$ cat src/rtl/bwreg_pkg.sv
package bwreg_pkg;

  // Widest core index carried by the control strobes (up to 16 cores).
  localparam int MAX_IDX_W = 4;

  typedef struct packed {
    logic                 periodEnd;   // last cycle of the regulation period
    logic                 freeRun;     // every core exhausted: throttles lifted
    logic                 grantValid;  // hand a pool chunk to grantIdx this edge
    logic [MAX_IDX_W-1:0] grantIdx;
  } bwregStrb_t;

endpackage

$ cat src/rtl/bwreg_core_slice.sv
module bwreg_core_slice #(
  parameter int SUM_W       = 8,
  parameter int RESET_AVAIL = 16
) (
  input  logic             clk,
  input  logic             rstN,
  input  logic             accessIn,
  input  logic             periodEnd,
  input  logic             freeRun,
  input  logic             grantHere,
  input  logic             poolEmpty,
  input  logic             cfgHard,
  input  logic [SUM_W-1:0] grantAmt,
  input  logic [SUM_W-1:0] cfgBudget,
  output logic             throttle,
  output logic             req,
  output logic             exhausted,
  output logic [SUM_W-1:0] donate
);

  logic [SUM_W-1:0] usedCnt;
  logic [SUM_W-1:0] availCnt;
  logic             hardAct;
  logic [SUM_W-1:0] usedNext;
  logic [SUM_W-1:0] predUse;
  logic             atLimit;

  // Saturating usage count including the access of this cycle.
  always_comb begin
    usedNext = usedCnt;
    if (accessIn && (usedCnt != {SUM_W{1'b1}})) usedNext = usedCnt + 1'b1;
  end

  // Prediction for the next period: this period's usage, capped at the budget.
  always_comb begin
    predUse = (usedNext < cfgBudget) ? usedNext : cfgBudget;
    donate  = cfgHard ? '0 : (cfgBudget - predUse);
  end

  always_ff @(posedge clk) begin
    if (!rstN) begin
      usedCnt  <= '0;
      availCnt <= SUM_W'(RESET_AVAIL);
      hardAct  <= 1'b0;
    end else if (periodEnd) begin
      usedCnt  <= '0;
      availCnt <= cfgHard ? cfgBudget : predUse;
      hardAct  <= cfgHard;
    end else begin
      usedCnt <= usedNext;
      if (grantHere) availCnt <= availCnt + grantAmt;
    end
  end

  assign atLimit   = (usedCnt >= availCnt);
  assign throttle  = atLimit & ~freeRun;
  assign req       = atLimit & ~hardAct;
  assign exhausted = atLimit & (hardAct | poolEmpty);

  AST_THROTTLE_ONSET: assert property (@(posedge clk) disable iff (!rstN)
    (!periodEnd && !freeRun && !grantHere && accessIn &&
     (({1'b0, usedCnt} + 1'b1) == {1'b0, availCnt})) |=> throttle);

  AST_HARD_FIXED_ALLOWANCE: assert property (@(posedge clk) disable iff (!rstN)
    (hardAct && !periodEnd) |=> (availCnt == $past(availCnt)));

  AST_USED_CLEARED: assert property (@(posedge clk) disable iff (!rstN)
    periodEnd |=> (usedCnt == '0));

endmodule

$ cat src/rtl/bwreg_datapath.sv
module bwreg_datapath #(
  parameter int NUM_CORES  = 4,
  parameter int CNT_W      = 8,
  parameter int SUM_W      = 8,
  parameter int CHUNK      = 4,
  parameter int GUAR_RATE  = 96,
  parameter int DEF_BUDGET = 16
) (
  input  logic                         clk,
  input  logic                         rstN,
  input  logic [NUM_CORES-1:0]         accessEvt,
  input  logic                         cfgWrEn,
  input  logic [$clog2(NUM_CORES)-1:0] cfgWrCore,
  input  logic [CNT_W-1:0]             cfgWrBudget,
  input  logic                         cfgWrHard,
  input  bwreg_pkg::bwregStrb_t        strb,
  output logic [NUM_CORES-1:0]         throttle,
  output logic [NUM_CORES-1:0]         reqVec,
  output logic                         poolNonZero,
  output logic                         allExhausted
);

  localparam int ACC_W = CNT_W + $clog2(NUM_CORES) + 1;

  logic [CNT_W-1:0]            budgetReg [NUM_CORES];
  logic [NUM_CORES-1:0]        hardReg;
  logic [SUM_W-1:0]            pool;
  logic [SUM_W-1:0]            grantAmt;
  logic [SUM_W-1:0]            donateSum;
  logic [ACC_W-1:0]            budgetSum;
  logic [ACC_W-1:0]            candSum;
  logic                        wrAccept;
  logic [NUM_CORES-1:0]        grantHere;
  logic [NUM_CORES-1:0]        exhaustedVec;
  logic [NUM_CORES-1:0][SUM_W-1:0] donateVec;

  // Admission check on budget writes: the configured total must fit the guaranteed rate.
  always_comb begin
    budgetSum = '0;
    for (int i = 0; i < NUM_CORES; i++) budgetSum = budgetSum + ACC_W'(budgetReg[i]);
    candSum  = budgetSum - ACC_W'(budgetReg[cfgWrCore]) + ACC_W'(cfgWrBudget);
    wrAccept = cfgWrEn && (int'(cfgWrCore) < NUM_CORES) && (candSum <= ACC_W'(GUAR_RATE));
  end

  always_ff @(posedge clk) begin
    if (!rstN) begin
      for (int i = 0; i < NUM_CORES; i++) budgetReg[i] <= CNT_W'(DEF_BUDGET);
      hardReg <= '0;
    end else if (wrAccept) begin
      budgetReg[cfgWrCore] <= cfgWrBudget;
      hardReg[cfgWrCore]   <= cfgWrHard;
    end
  end

  // Reclaim pool: rebuilt from donations each boundary, drained chunk by chunk.
  assign grantAmt    = (pool < SUM_W'(CHUNK)) ? pool : SUM_W'(CHUNK);
  assign poolNonZero = (pool != '0);

  always_comb begin
    donateSum = '0;
    for (int i = 0; i < NUM_CORES; i++) donateSum = donateSum + donateVec[i];
  end

  always_ff @(posedge clk) begin
    if (!rstN)                pool <= '0;
    else if (strb.periodEnd)  pool <= donateSum;
    else if (strb.grantValid) pool <= pool - grantAmt;
  end

  for (genvar g = 0; g < NUM_CORES; g++) begin : gCore
    assign grantHere[g] = strb.grantValid && (strb.grantIdx == bwreg_pkg::MAX_IDX_W'(g));

    bwreg_core_slice #(
      .SUM_W       (SUM_W),
      .RESET_AVAIL (DEF_BUDGET)
    ) u_slice (
      .clk       (clk),
      .rstN      (rstN),
      .accessIn  (accessEvt[g]),
      .periodEnd (strb.periodEnd),
      .freeRun   (strb.freeRun),
      .grantHere (grantHere[g]),
      .poolEmpty (~poolNonZero),
      .cfgHard   (hardReg[g]),
      .grantAmt  (grantAmt),
      .cfgBudget (SUM_W'(budgetReg[g])),
      .throttle  (throttle[g]),
      .req       (reqVec[g]),
      .exhausted (exhaustedVec[g]),
      .donate    (donateVec[g])
    );
  end

  assign allExhausted = &exhaustedVec;

  AST_BUDGET_CAP: assert property (@(posedge clk) disable iff (!rstN)
    budgetSum <= ACC_W'(GUAR_RATE));

  AST_POOL_NO_REFILL: assert property (@(posedge clk) disable iff (!rstN)
    !strb.periodEnd |=> (pool <= $past(pool)));

  AST_GRANT_TO_REQUESTER: assert property (@(posedge clk) disable iff (!rstN)
    strb.grantValid |-> (|(reqVec & grantHere)));

endmodule

$ cat src/rtl/bwreg_ctrl.sv
module bwreg_ctrl #(
  parameter int NUM_CORES  = 4,
  parameter int PERIOD_LEN = 64
) (
  input  logic                  clk,
  input  logic                  rstN,
  input  logic [NUM_CORES-1:0]  reqVec,
  input  logic                  poolNonZero,
  input  logic                  allExhausted,
  output bwreg_pkg::bwregStrb_t strb
);

  localparam int PCNT_W = $clog2(PERIOD_LEN);

  logic [PCNT_W-1:0]                periodCnt;
  logic                             periodEnd;
  logic                             freeRun;
  logic [bwreg_pkg::MAX_IDX_W-1:0]  pickIdx;

  assign periodEnd = (periodCnt == PCNT_W'(PERIOD_LEN - 1));

  always_ff @(posedge clk) begin
    if (!rstN)          periodCnt <= '0;
    else if (periodEnd) periodCnt <= '0;
    else                periodCnt <= periodCnt + 1'b1;
  end

  always_ff @(posedge clk) begin
    if (!rstN)             freeRun <= 1'b0;
    else if (periodEnd)    freeRun <= 1'b0;
    else if (allExhausted) freeRun <= 1'b1;
  end

  // Fixed priority: the lowest-numbered requesting core wins the chunk.
  always_comb begin
    pickIdx = '0;
    for (int i = NUM_CORES - 1; i >= 0; i--)
      if (reqVec[i]) pickIdx = bwreg_pkg::MAX_IDX_W'(i);
  end

  always_comb begin
    strb.periodEnd  = periodEnd;
    strb.freeRun    = freeRun;
    strb.grantValid = (|reqVec) && poolNonZero && !periodEnd && !freeRun;
    strb.grantIdx   = pickIdx;
  end

  AST_FREE_STICKY: assert property (@(posedge clk) disable iff (!rstN)
    (freeRun && !periodEnd) |=> freeRun);

  AST_FREE_ENDS_AT_BOUNDARY: assert property (@(posedge clk) disable iff (!rstN)
    periodEnd |=> !freeRun);

  AST_PERIOD_WRAP: assert property (@(posedge clk) disable iff (!rstN)
    periodEnd |=> (periodCnt == '0));

endmodule

$ cat src/rtl/mem_bw_regulator.sv
module mem_bw_regulator #(
  parameter int NUM_CORES  = 4,
  parameter int CNT_W      = 8,
  parameter int PERIOD_LEN = 64,
  parameter int CHUNK      = 4,
  parameter int GUAR_RATE  = 96,
  parameter int DEF_BUDGET = 16
) (
  input  logic                         clk,
  input  logic                         rstN,
  input  logic [NUM_CORES-1:0]         accessEvt,
  input  logic                         cfgWrEn,
  input  logic [$clog2(NUM_CORES)-1:0] cfgWrCore,
  input  logic [CNT_W-1:0]             cfgWrBudget,
  input  logic                         cfgWrHard,
  output logic [NUM_CORES-1:0]         throttle
);

  // Allowances and pool never exceed GUAR_RATE; one spare bit keeps saturation clear of it.
  localparam int SUM_W = $clog2(GUAR_RATE + 1) + 1;

  bwreg_pkg::bwregStrb_t strb;
  logic [NUM_CORES-1:0]  reqVec;
  logic                  poolNonZero;
  logic                  allExhausted;

  bwreg_ctrl #(
    .NUM_CORES  (NUM_CORES),
    .PERIOD_LEN (PERIOD_LEN)
  ) u_ctrl (
    .clk          (clk),
    .rstN         (rstN),
    .reqVec       (reqVec),
    .poolNonZero  (poolNonZero),
    .allExhausted (allExhausted),
    .strb         (strb)
  );

  bwreg_datapath #(
    .NUM_CORES  (NUM_CORES),
    .CNT_W      (CNT_W),
    .SUM_W      (SUM_W),
    .CHUNK      (CHUNK),
    .GUAR_RATE  (GUAR_RATE),
    .DEF_BUDGET (DEF_BUDGET)
  ) u_dp (
    .clk          (clk),
    .rstN         (rstN),
    .accessEvt    (accessEvt),
    .cfgWrEn      (cfgWrEn),
    .cfgWrCore    (cfgWrCore),
    .cfgWrBudget  (cfgWrBudget),
    .cfgWrHard    (cfgWrHard),
    .strb         (strb),
    .throttle     (throttle),
    .reqVec       (reqVec),
    .poolNonZero  (poolNonZero),
    .allExhausted (allExhausted)
  );

endmodule

$ cat config.mk
export PLATFORM = sky130hd
export DESIGN_NAME = mem_bw_regulator
export DESIGN_NICKNAME = d
export VERILOG_FILES = /design/src/rtl/bwreg_pkg.sv /design/src/rtl/bwreg_core_slice.sv /design/src/rtl/bwreg_datapath.sv /design/src/rtl/bwreg_ctrl.sv /design/src/rtl/mem_bw_regulator.sv
export SDC_FILE = /design/constraint.sdc
export NUM_CORES = 1
export LEC_CHECK = 0
export CELL_PAD_IN_SITES_DETAIL_PLACEMENT = 1
export CELL_PAD_IN_SITES_GLOBAL_PLACEMENT = 2
export CORE_MARGIN = 2
export CORE_UTILIZATION = 41
export CTS_CLUSTER_DIAMETER = 60
export DETAILED_ROUTE_END_ITERATION = 6
export PLACE_DENSITY = 0.92
export SETUP_SLACK_MARGIN = 0.15
export SKIP_LAST_GASP = 1
export SYNTH_ARGS = -nofsm -noshare
export SYNTH_HDL_FRONTEND = slang
export SYNTH_SLANG_ARGS = --single-unit
$ cat constraint.sdc
create_clock -name clk -period 9.59 [get_ports clk]
set_input_delay 2.3975 -clock clk [delete_from_list [all_inputs] [get_ports clk]]
set_output_delay 2.3975 -clock clk [all_outputs]
set_load 0.05 [all_outputs]
==> flow_summary.yaml <==
placed_design:
  placed_area_um2: 12500
  portBuffers: 21
  place_hpwl_mm: 27.2
  place.gp.congestion: 0.878
  placedCellCount: 1756
floorplanning:
  io-pin-count: 22
  dieArea_um2: 30100
  core_um2: 28500
  start_util_pct: 41.3
  fp.dieH_um: 174
  num_rows: 62
  die_w_um: 174
finish:
  diodes: 0
  drive_above_1_share_pct: 8.11
  utilization_pct: 46.1
  area_growth_pct: 11.6
  multiInputGateArea_um2: 8420
  fin_nets: 1606
  stdcell_area_um2: 13200
  fillers: 3400
  fin_cells: 1789
  seq_area_um2: 2700
yosys:
  synth_edf_count: 32
  yosysMostFrequentCell: "ha_1"
  synth.distinct_cells: 80
  synth_cells: 1355
  synthesis.area_um2: 11800
  avgSynthCellArea_um2: 8.70
  synthTopCellsByCount: "ha_1 (150), inv_1 (149), nand2_1 (109)"
  ys.flop_type: "dfxtp_1"
  ys_seq_area_share_pct: 22.9
  yosys.area.top_type: "ha_1"
  synth.top_cell.area_share_pct: 15.9
  yosysWarnings: 0
  synth.area.top_cells: "ha_1 (16%), dfxtp_1 (15%), edfxtp_1 (8.1%), fa_1 (7.8%), xnor2_1 (5.4%)"
  synth-async-reset-ratio_pct: 0
  ys_seq_elements: 119
timing:
  skew_ps: 6.83
  finalCritPeriodShare_pct: 93.3
  drv_slew: 0
  rsz0062_at_grt: "no"
  fmax_mhz: 112
  finalHoldViolations: 0
  relSlewSlack_pct: 37.5
  timing.hold.ws_ps: 450
  setup_violations: 0
  fin_tns_setup_ps: 0
  tightest_slew_ps: 937
  min_period_ps: 8940
grt:
  grt_pass1_vias: 10510
  track_usage_pct: 23.9
  grt_pass1_wl_mm: 56.6
  antenna_found_initial: 0
  overflow: 0
  grt_max_degree: 59
worst_setup_path:
  crit_fanout: 5
  ff2ff_path_depth: 34
  crit_path_frequent_cell: "inv_1"
  critical-path-max-stage-delay_ps: 540
  worst-setup-path-type: "in2reg"
  cp.arrival_ps: 9230
  endpoint_kind: "flop"
  cp_slowest_cell: "fa_1"
  critPathLaunchType: "input port"
  cp.required_ps: 9880
power:
  p_clk_share_pct: 13.5
  ir_drop_mv: 0.951
  power_switching_w: 0.00243
  pwr-share-comb_pct: 71.7
  swShare_pct: 49.4
  p_int_w: 0.00249
  seq_power_share_pct: 14.7
  cellPowerDensity_nw_per_um2: 373
  leakage_nw: 6.08
outcome:
  status: "complete, no violations"
clock_tree:
  cts_root_buf: "clkbuf_16"
  cts_buffers: 17
  worstSkewPairLatency_ps: 440
  cts_tree: "done"
  htree_levels: 4
  cts_sinks: 119
  clockBufferDepth: 2
  clk_pin_slew_worst_paths_ps: 60
min_path:
  min_path_cells: 1
  hold_path.class: "reg2reg"
detailed_routing:
  via_per_inst: 5.58
  drt_iter0_markers: 573
  finalWirelength_mm: 35.1
  dr.pass1.iters: 5
  wl_per_cell_um: 19.6
  drc_errors: 0
  vias: 9978
  ant_nets: 0
flow_run:
  drv_cap: 0
## layout by cell type (no fill, tap or decap), drive strengths merged, types with 18 or more instances in the layout
master / instances
o211ai: 29
nor2b: 23
a21o: 39
nand2b: 24
dfxtp: 87
o21bai: 19
buf: 27
nand2: 111
nor3: 28
nor2: 98
and2: 24
clkdlybuf4s50: 20
inv: 155
nand3: 18
xor2: 20
edfxtp: 32
nand4: 18
o21ai: 65
o211a: 18
mux2i: 35
xnor2: 73
fa: 46
a21oi: 78
ha: 150
## state kept, by name (all words and copies together) (netlist names)
signal	count
u_ctrl.freeRun	1
u_ctrl.periodCnt	6
u_dp.budgetReg	32
u_dp.gCore.u_slice.availCnt	32
u_dp.gCore.u_slice.hardAct	4
u_dp.gCore.u_slice.usedCnt	32
u_dp.hardReg	4
u_dp.pool	8
## worst max-delay path, delay by kind of cell
family / cells / cell delay (ps)
and+or+nand+nor: 4 / 660
buffers and inverters: 6 / 970
xor gates and xnor gates: 2 / 360
adders and majority gates: 6 / 2260
AOI/OAI and AO/OA: 14 / 2570
## cells by family (layout without fill, tap and decap cells)
group / after synthesis / count (layout) / share of synthesized area, %
and+or+nand+nor: 387 / 387 / 16.3
AOI/OAI and AO/OA: 315 / 315 / 18.4
adders and majority gates: 196 / 196 / 23.7
buffers and inverters: 194 / 229 / 6.59
DFF: 119 / 119 / 22.9
xor gates and xnor gates: 93 / 93 / 6.91
muxes: 49 / 49 / 5.10
other: 2 / 17 / 0.0637
## path summary, 6_finish.rpt
kind	start	endpoint	slack, ps
min reg2reg	u_ctrl.periodCnt[0]	u_ctrl.periodCnt[0]	450
max	accessEvt[2]	u_dp.pool[7]	650
min	u_ctrl.periodCnt[0]	u_ctrl.periodCnt[0]	450
max reg2reg	u_dp.gCore[2].u_slice.usedCnt[1]	u_dp.pool[7]	2160
## power groups by stage
stage / combinational [W] / sequential (W) / clock [W]
after floorplan: 0.00271 / 0.000659 / 0
after global placement: 0.00331 / 0.000732 / 0
after detailed placement: 0.00351 / 0.000733 / 0
after CTS: 0.00352 / 0.000723 / 0.000673
after global routing: 0.00405 / 0.000733 / 0.000695
final: 0.00353 / 0.000725 / 0.000665
## cell type report
class                   count  share of cell area [%]
clock buffers              17                    3.23
clock inverters            15                    1.27
inverters                 150                    4.28
repair buffers             47                    3.04
flip-flops and latches    119                    20.5
well taps                 384                    3.65
multi-input cells        1057                    64.0
## layer usage
metal,global-route usage (%),share of wire [%]
met1,30.5,45
met2,41.9,49
met3,3.55,3.5
met4,7.07,2.2
met5,0,0
## stage by stage
stage,worst slack (ps),total power (W)
final,647,0.00492
after global placement,273,0.00404
after detailed placement,60.3,0.00424
after global routing,73.7,0.00547
after CTS,481,0.00492
after floorplan,842,0.00337
## timing repair
item,CTS,global route
gates resized for setup,0,12
setup endpoints to repair,0,1
hold buffers,0,0
setup buffers,0,1
Power figures use the tool's default switching activity.
